[config.mk]
export PLATFORM = sky130hd
export DESIGN_NAME = addr_latch_demux
export DESIGN_NICKNAME = d
export VERILOG_FILES = /design/src/rtl/addr_latch_pkg.sv /design/src/rtl/addr_latch_ctrl.sv /design/src/rtl/addr_latch_datapath.sv /design/src/rtl/addr_latch_demux.sv
export SDC_FILE = /design/constraint.sdc
export NUM_CORES = 1
export LEC_CHECK = 0
export BUFFER_PORTS_ARGS = -buffer_cell sky130_fd_sc_hd__buf_2
export CAP_MARGIN = 25
export CORE_MARGIN = 2
export CORE_UTILIZATION = 40
export DETAILED_ROUTE_END_ITERATION = 10
export PLACE_DENSITY_LB_ADDON = 0.1
export SYNTH_ARGS = -nofsm -noshare
export SYNTH_HDL_FRONTEND = slang
export SYNTH_SLANG_ARGS = --single-unit
[constraint.sdc]
create_clock -name clk -period 1 [get_ports clk]
set_clock_uncertainty 0.2 [all_clocks]
set_input_delay 0.1 -clock clk [delete_from_list [all_inputs] [get_ports clk]]
set_output_delay 0.1 -clock clk [all_outputs]
set_load 0.02 [all_outputs]
[src/rtl/addr_latch_pkg.sv]
package addr_latch_pkg;

  typedef enum logic [1:0] {
    MODE_WRITE,
    MODE_HOLD,
    MODE_DEMUX,
    MODE_CLEAR
  } latchMode_t;

  // strobes from control to datapath
  typedef struct packed {
    logic writeBit;    // capture dataIn into addressed storage bit
    logic clearAll;    // zero storage and outputs
    logic passDemux;   // outputs come from decoder path
    logic overlayBit;  // addressed output follows dataIn over storage
  } latchStrobes_t;

endpackage

[src/rtl/addr_latch_ctrl.sv]
module addr_latch_ctrl
  import addr_latch_pkg::*;
(
  input  logic          latchEnN,
  input  logic          clearN,
  output latchStrobes_t strobes
);

  latchMode_t mode;

  always_comb begin
    unique case ({latchEnN, clearN})
      2'b01:   mode = MODE_WRITE;
      2'b11:   mode = MODE_HOLD;
      2'b00:   mode = MODE_DEMUX;
      default: mode = MODE_CLEAR;
    endcase
  end

  always_comb begin
    strobes            = '0;
    strobes.writeBit   = (mode == MODE_WRITE);
    strobes.overlayBit = (mode == MODE_WRITE);
    strobes.passDemux  = (mode == MODE_DEMUX);
    strobes.clearAll   = (mode == MODE_CLEAR);
  end

endmodule

[src/rtl/addr_latch_datapath.sv]
module addr_latch_datapath
  import addr_latch_pkg::*;
#(
  parameter int WIDTH  = 8,
  parameter int ADDR_W = (WIDTH > 1) ? $clog2(WIDTH) : 1
) (
  input  logic              clk,
  input  logic              rstN,
  input  latchStrobes_t     strobes,
  input  logic              dataIn,
  input  logic [ADDR_W-1:0] addr,
  output logic [WIDTH-1:0]  q
);

  logic [WIDTH-1:0] bitSel;
  logic [WIDTH-1:0] stored;

  for (genvar i = 0; i < WIDTH; i++) begin : g_bit
    assign bitSel[i] = (addr == ADDR_W'(i));

    always_ff @(posedge clk or negedge rstN) begin
      if (!rstN) begin
        stored[i] <= 1'b0;
      end else if (strobes.clearAll) begin
        stored[i] <= 1'b0;
      end else if (strobes.writeBit && bitSel[i]) begin
        stored[i] <= dataIn;
      end
    end

    always_comb begin
      if (strobes.clearAll) begin
        q[i] = 1'b0;
      end else if (strobes.passDemux) begin
        q[i] = bitSel[i] & dataIn;
      end else if (strobes.overlayBit && bitSel[i]) begin
        q[i] = dataIn;
      end else begin
        q[i] = stored[i];
      end
    end
  end

endmodule

[src/rtl/addr_latch_demux.sv]
module addr_latch_demux
  import addr_latch_pkg::*;
#(
  parameter int WIDTH = 8,
  localparam int ADDR_W = (WIDTH > 1) ? $clog2(WIDTH) : 1
) (
  input  logic              clk,
  input  logic              rstN,
  input  logic              dataIn,
  input  logic [ADDR_W-1:0] addr,
  input  logic              latchEnN,
  input  logic              clearN,
  output logic [WIDTH-1:0]  q
);

  latchStrobes_t strobes;

  addr_latch_ctrl u_ctrl (
    .latchEnN (latchEnN),
    .clearN   (clearN),
    .strobes  (strobes)
  );

  addr_latch_datapath #(.WIDTH(WIDTH), .ADDR_W(ADDR_W)) u_dp (
    .clk     (clk),
    .rstN    (rstN),
    .strobes (strobes),
    .dataIn  (dataIn),
    .addr    (addr),
    .q       (q)
  );

endmodule

==> impl_metrics.json, run 1 <==
{
  "status": "finished with violations",
  "violations": "negative setup slack",
  "grt_first_pass_wirelength_um": 2740,
  "portBuffers": 15,
  "hpwl_um": 1280,
  "cp-end-kind": "output pin",
  "initial_core_util_pct": 42.2,
  "fmax_ghz": 0.754,
  "final-hold-violation-count": 0,
  "ios": 16,
  "cp_max_fo": 2,
  "grt_pass1_vias": 597,
  "fin_area_um2": 976,
  "required_ns": 0.70,
  "fin_ws_ns": -0.327,
  "firstDrtPassIters": 4,
  "yosysSeqAreaShare_pct": 31.5,
  "power.switching_mw": 0.292,
  "mostFrequentLayoutCells": "buf_4 (20), nand2_1 (14), buf_2 (8), dfrtp_1 (8)",
  "top_register": "u_dp.stored",
  "reg_top3": "u_dp.stored (8)",
  "r2r_slack_ns": 0.01,
  "crit_chain": "o211ai_1 > o31ai_2 > buf_2",
  "vias_per_cell": 5.76,
  "crit_family": "flip-flops",
  "pwr-share-seq_pct": 38.4,
  "internal_power_mw": 0.610,
  "num_rows": 14,
  "fin_nets": 117,
  "synthesis.instances": 73,
  "ant_nets": 0,
  "clock_power_share_pct": 30.5,
  "wl_per_cell_um": 14.6,
  "ys_types": 21,
  "power_leakage_nw": 0.483,
  "layout-drive-gt1-share_pct": 49.5,
  "numClockSinks": 8,
  "die_x_um": 43.9,
  "gp_congestion": 0.881,
  "max_stage_delay_ns": 0.39,
  "finalSetupTns_ns": -2.39,
  "grt-ovfl-total": 0,
  "path_buf_inv": 1,
  "startpoint_type": "flip-flop",
  "worstHoldPathType": "primary input to async pin",
  "finalWirelength_um": 1800,
  "clk-insertion-delay-late_ns": 0.27,
  "hold_slack_ns": 0.00830,
  "power-per-cell-area_nw_per_um2": 925,
  "yosys_register_bits": 8,
  "path_clk_slew_ns": 0.06,
  "syn_to_final_growth_pct": 53.5,
  "cp_slowest_cell": "dfrtp_1",
  "grt_max_degree": 14,
  "cts_root_buffer": "clkbuf_4",
  "grt.total_usage_pct": 19.9,
  "power_mw": 0.903,
  "rsz0062_at_grt": "yes",
  "layout_commonest_cell": "buf_4",
  "dr.first_iter.drc_count": 34,
  "async_reset_ff_share_pct": 100,
  "critPathArrivalTime_ns": 1.03,
  "largest_reg_flops": 8,
  "cts_max_level": 1,
  "cts_tree": "yes",
  "vias": 708,
  "setup_viol": 8,
  "clock_path_buffers": 2,
  "power_frac_comb_pct": 31.2,
  "yosysWarningCount": 0,
  "dieArea_um2": 1920,
  "placedInstanceArea_um2": 855,
  "finalCritPeriodShare_pct": 133,
  "p_sw_share_pct": 32.4,
  "post-route-drc-count": 0,
  "antenna_cells": 0,
  "synth_area_per_cell_um2": 8.71,
  "vdd_drop_max_v": 0.000486,
  "path_class": "flip-flop to output pin",
  "tightest_slew_ns": 0.294,
  "antenna_found_initial": 0,
  "period_minus_slack_ns": 1.33,
  "cts_made_buffers": 3,
  "syn_nets": 81,
  "drv_slew": 0,
  "slew_headroom_pct": 80.1,
  "synth_area_um2": 636,
  "drv_cap": 0,
  "synth_edf_count": 0,
  "core_um2": 1510,
  "die_h_um": 43.9,
  "ys.flop_type": "dfrtp_1"
}
## layout make-up
cell class | count | area [um2]
clock buffer | 3 | 22.5
fill | 127 | 531
sequential | 8 | 200
timing repair buffer | 37 | 304
multi-input combinational | 59 | 429
tap | 16 | 20.0
## worst register-to-register path: cells and delay by family, from the launching register on
family	cells	cell delay [ns]
simple gates	1	0.04
compound gates	1	0.08
buf+inv	1	0.16
flops	1	0.39
## power groups by stage
| stage | clock (mW) | sequential [mW] | combinational [mW] |
|---|---|---|---|
| floorplan | 0 | 0.350 | 0.149 |
| global placement | 0 | 0.352 | 0.250 |
| detailed placement | 0 | 0.352 | 0.249 |
| CTS | 0.271 | 0.346 | 0.269 |
| global route | 0.294 | 0.348 | 0.302 |
| finish | 0.275 | 0.346 | 0.281 |
## logic make-up (layout without fill, tap and decap cells)
group	after synthesis	after routing	share of synthesized area (%)
AO/OA/AOI/OAI	20	20	25.6
buffers and inverters	6	40	6.89
flip-flops	8	8	31.5
AND/OR/NAND/NOR	39	39	36.0
## routing by layer
layer / global-route usage (%) / vias to the layer above / part of all wire (%)
li1: - / 348 / -
met1: 28.1 / 330 / 47
met2: 28.5 / 28 / 46
met3: 3.75 / 2 / 6.3
met4: 10.9 / 0 / 1.1
met5: 0 / - / 0
## cell usage after synthesis, types with 2 or more instances
library cell / count / area, um2
buf_2: 2 / 10.0
buf_4: 3 / 22.5
dfrtp_1: 8 / 200
nand2_1: 15 / 56.3
nand2b_4: 4 / 55.1
nand3_1: 8 / 40.0
nand4_1: 3 / 18.8
nor2_1: 2 / 7.51
nor2b_1: 2 / 12.5
o211ai_1: 3 / 22.5
o21ai_1: 3 / 15.0
o311ai_1: 9 / 78.8
o31ai_1: 3 / 22.5
## through the flow
step | utilization, % | setup slack [ns] | instances
2_1_floorplan | - | -0.103 | 73
3_3_place_gp | 56.7 | -0.301 | 115
3_5_place_dp | 56.7 | -0.269 | 115
4_1_cts | 62.4 | -0.324 | 122
5_1_grt | 64.8 | -0.371 | 123
6_report | 64.8 | -0.327 | 123
## worst paths after layout
check | from | endpoint | depth (start not counted)
max | u_dp.stored[7] | q[7] | 3
min | rstN | u_dp.stored[5] | 2
max reg2reg | u_dp.stored[2] | u_dp.stored[2] | 3
min reg2reg | u_dp.stored[0] | u_dp.stored[0] | 2
max in group asynchronous | rstN | u_dp.stored[0] | 2
min in group clk | clearN | u_dp.stored[0] | 4
## timing repair
action,4_1_cts,5_1_grt
hold buffers,1,0
hold endpoints to repair,8,0
pin swaps,8,3
endpoints found under the setup margin,8,11
gates resized for setup,10,6
setup buffers,3,1
Power figures use the tool's default switching activity.
==> run 2: changes to the inputs <==
- BUFFER_PORTS_ARGS: -buffer_cell sky130_fd_sc_hd__buf_2 -> not set
- CORE_MARGIN: 2 -> not set
- DONT_BUFFER_PORTS: not set -> 1
==> impl_metrics.json, run 2 (same netlist as run 1, synthesis figures left out) <==
{
  "status": "finished with violations",
  "violations": "negative hold slack, negative setup slack",
  "largest_reg_flops": 8,
  "gp_congestion": 0.806,
  "reg_top3": "u_dp.stored (8)",
  "finalNonFillerCells": 97,
  "numClockSinks": 8,
  "fill_cells": 132,
  "cts_max_level": 1,
  "startpoint_type": "flip-flop",
  "slew_headroom_pct": 69.6,
  "grt_pass1_vias": 569,
  "fin_area_um2": 831,
  "clock_path_buffers": 2,
  "antenna_found_initial": 0,
  "fin_ws_ns": -0.336,
  "top_register": "u_dp.stored",
  "post-route-drc-count": 0,
  "path_class": "flip-flop to output pin",
  "dr.first_iter.drc_count": 26,
  "hpwl_um": 1080,
  "cp-end-kind": "output pin",
  "drv_cap": 0,
  "die_x_um": 41.9,
  "final-hold-violation-count": 8,
  "r2r_slack_ns": -0.02,
  "power-per-cell-area_nw_per_um2": 946,
  "core_um2": 1490,
  "cp_max_fo": 2,
  "dieArea_um2": 1750,
  "die_h_um": 41.9,
  "fmax_ghz": 0.748,
  "path_clk_slew_ns": 0.06,
  "fin_nets": 91,
  "rsz0062_at_grt": "yes",
  "antenna_cells": 0,
  "mostFrequentLayoutCells": "nand2_1 (11), nand3_1 (8), buf_4 (8), dfrtp_1 (8), nand2_2 (5)",
  "critPathArrivalTime_ns": 1.04,
  "placedInstanceArea_um2": 672,
  "drv_slew": 0,
  "firstDrtPassIters": 4,
  "ios": 16,
  "vdd_drop_max_v": 0.000459,
  "cts_root_buffer": "clkbuf_4",
  "syn_to_final_growth_pct": 30.7,
  "cts_hold_buffers": 2,
  "period_minus_slack_ns": 1.34,
  "vias": 643,
  "ant_nets": 0,
  "grt.total_usage_pct": 19.3,
  "vias_per_cell": 6.63,
  "finalCritPeriodShare_pct": 134,
  "layout_commonest_cell": "nand2_1",
  "worstHoldPathType": "primary input to flip-flop",
  "setup_viol": 10,
  "finalSetupTns_ns": -2.05,
  "layout-drive-gt1-share_pct": 38.3,
  "clk-insertion-delay-late_ns": 0.26,
  "wl_per_cell_um": 18.9,
  "required_ns": 0.70,
  "grt-ovfl-total": 0,
  "finalWirelength_um": 1830,
  "cts_made_buffers": 3,
  "power_mw": 0.786,
  "portBuffers": 0,
  "placedCellCount": 89,
  "grt_first_pass_wirelength_um": 2590,
  "tightest_slew_ns": 0.455,
  "initial_core_util_pct": 42.7,
  "hold_slack_ns": -0.234,
  "power_leakage_nw": 0.350,
  "cts_tree": "yes",
  "num_rows": 14,
  "grt_max_degree": 19
}
run 2: cell count changes in the layout (fill, tap and decap cells not counted), sizes merged:
| cell | delta |
|---|---|
| buf | -26 |
| dlymetal6s4s | +1 |
| clkbuf | -1 |
run 2: per-stage QoR:
step | utilization [%] | worst slack, ns
2_1_floorplan | - | -0.103
3_3_place_gp | 45.1 | -0.0479
3_5_place_dp | 45.1 | -0.0578
4_1_cts | 50.0 | -0.309
5_1_grt | 55.8 | -0.363
6_report | 55.8 | -0.336
run 2: metal layers:
metal	vias to the layer above	share of wire (%)	track usage, %
met5	-	0	0
met4	0	1.4	7.74
met3	4	5.5	3.91
met2	23	47	27.2
met1	319	46	28.5
li1	297	-	-
run 2: final timing paths:
path	end	depth (start not counted)	from
worst max-delay path	q[7]	3	u_dp.stored[7]
worst min-delay path	u_dp.stored[7]	2	addr[2]
worst max register to register	u_dp.stored[5]	3	u_dp.stored[5]
worst min register to register	u_dp.stored[0]	2	u_dp.stored[0]
max in group asynchronous	u_dp.stored[6]	1	rstN
min in group asynchronous	u_dp.stored[3]	1	rstN
run 2: critical path: stages (launching register included):
cell and delay, ns:
dfrtp_1 0.38, o211ai_1 0.12, o31ai_2 0.11, buf_4 0.17
run 2: timing repair:
action | 4_1_cts | 5_1_grt
resized for setup | 3 | 12
endpoints found under the hold margin | 16 | 8
setup buffers | 2 | 4
pin swaps | 10 | 5
endpoints found under the setup margin | 8 | 12
run 2: cell type report:
cell class | count | area (um2) | share of cell area, %
Clock buffer | 3 | 22.5 | 2.71
Multi-Input combinational cell | 59 | 494 | 59.5
Sequential cell | 8 | 200 | 24.1
Tap cell | 16 | 20.0 | 2.41
Timing Repair Buffer | 11 | 93.8 | 11.3
run 2: power by group:
group	switching (mW)	internal, mW
Combinational	0.0968	0.0757
Clock	0.126	0.138
Sequential	0.0106	0.338
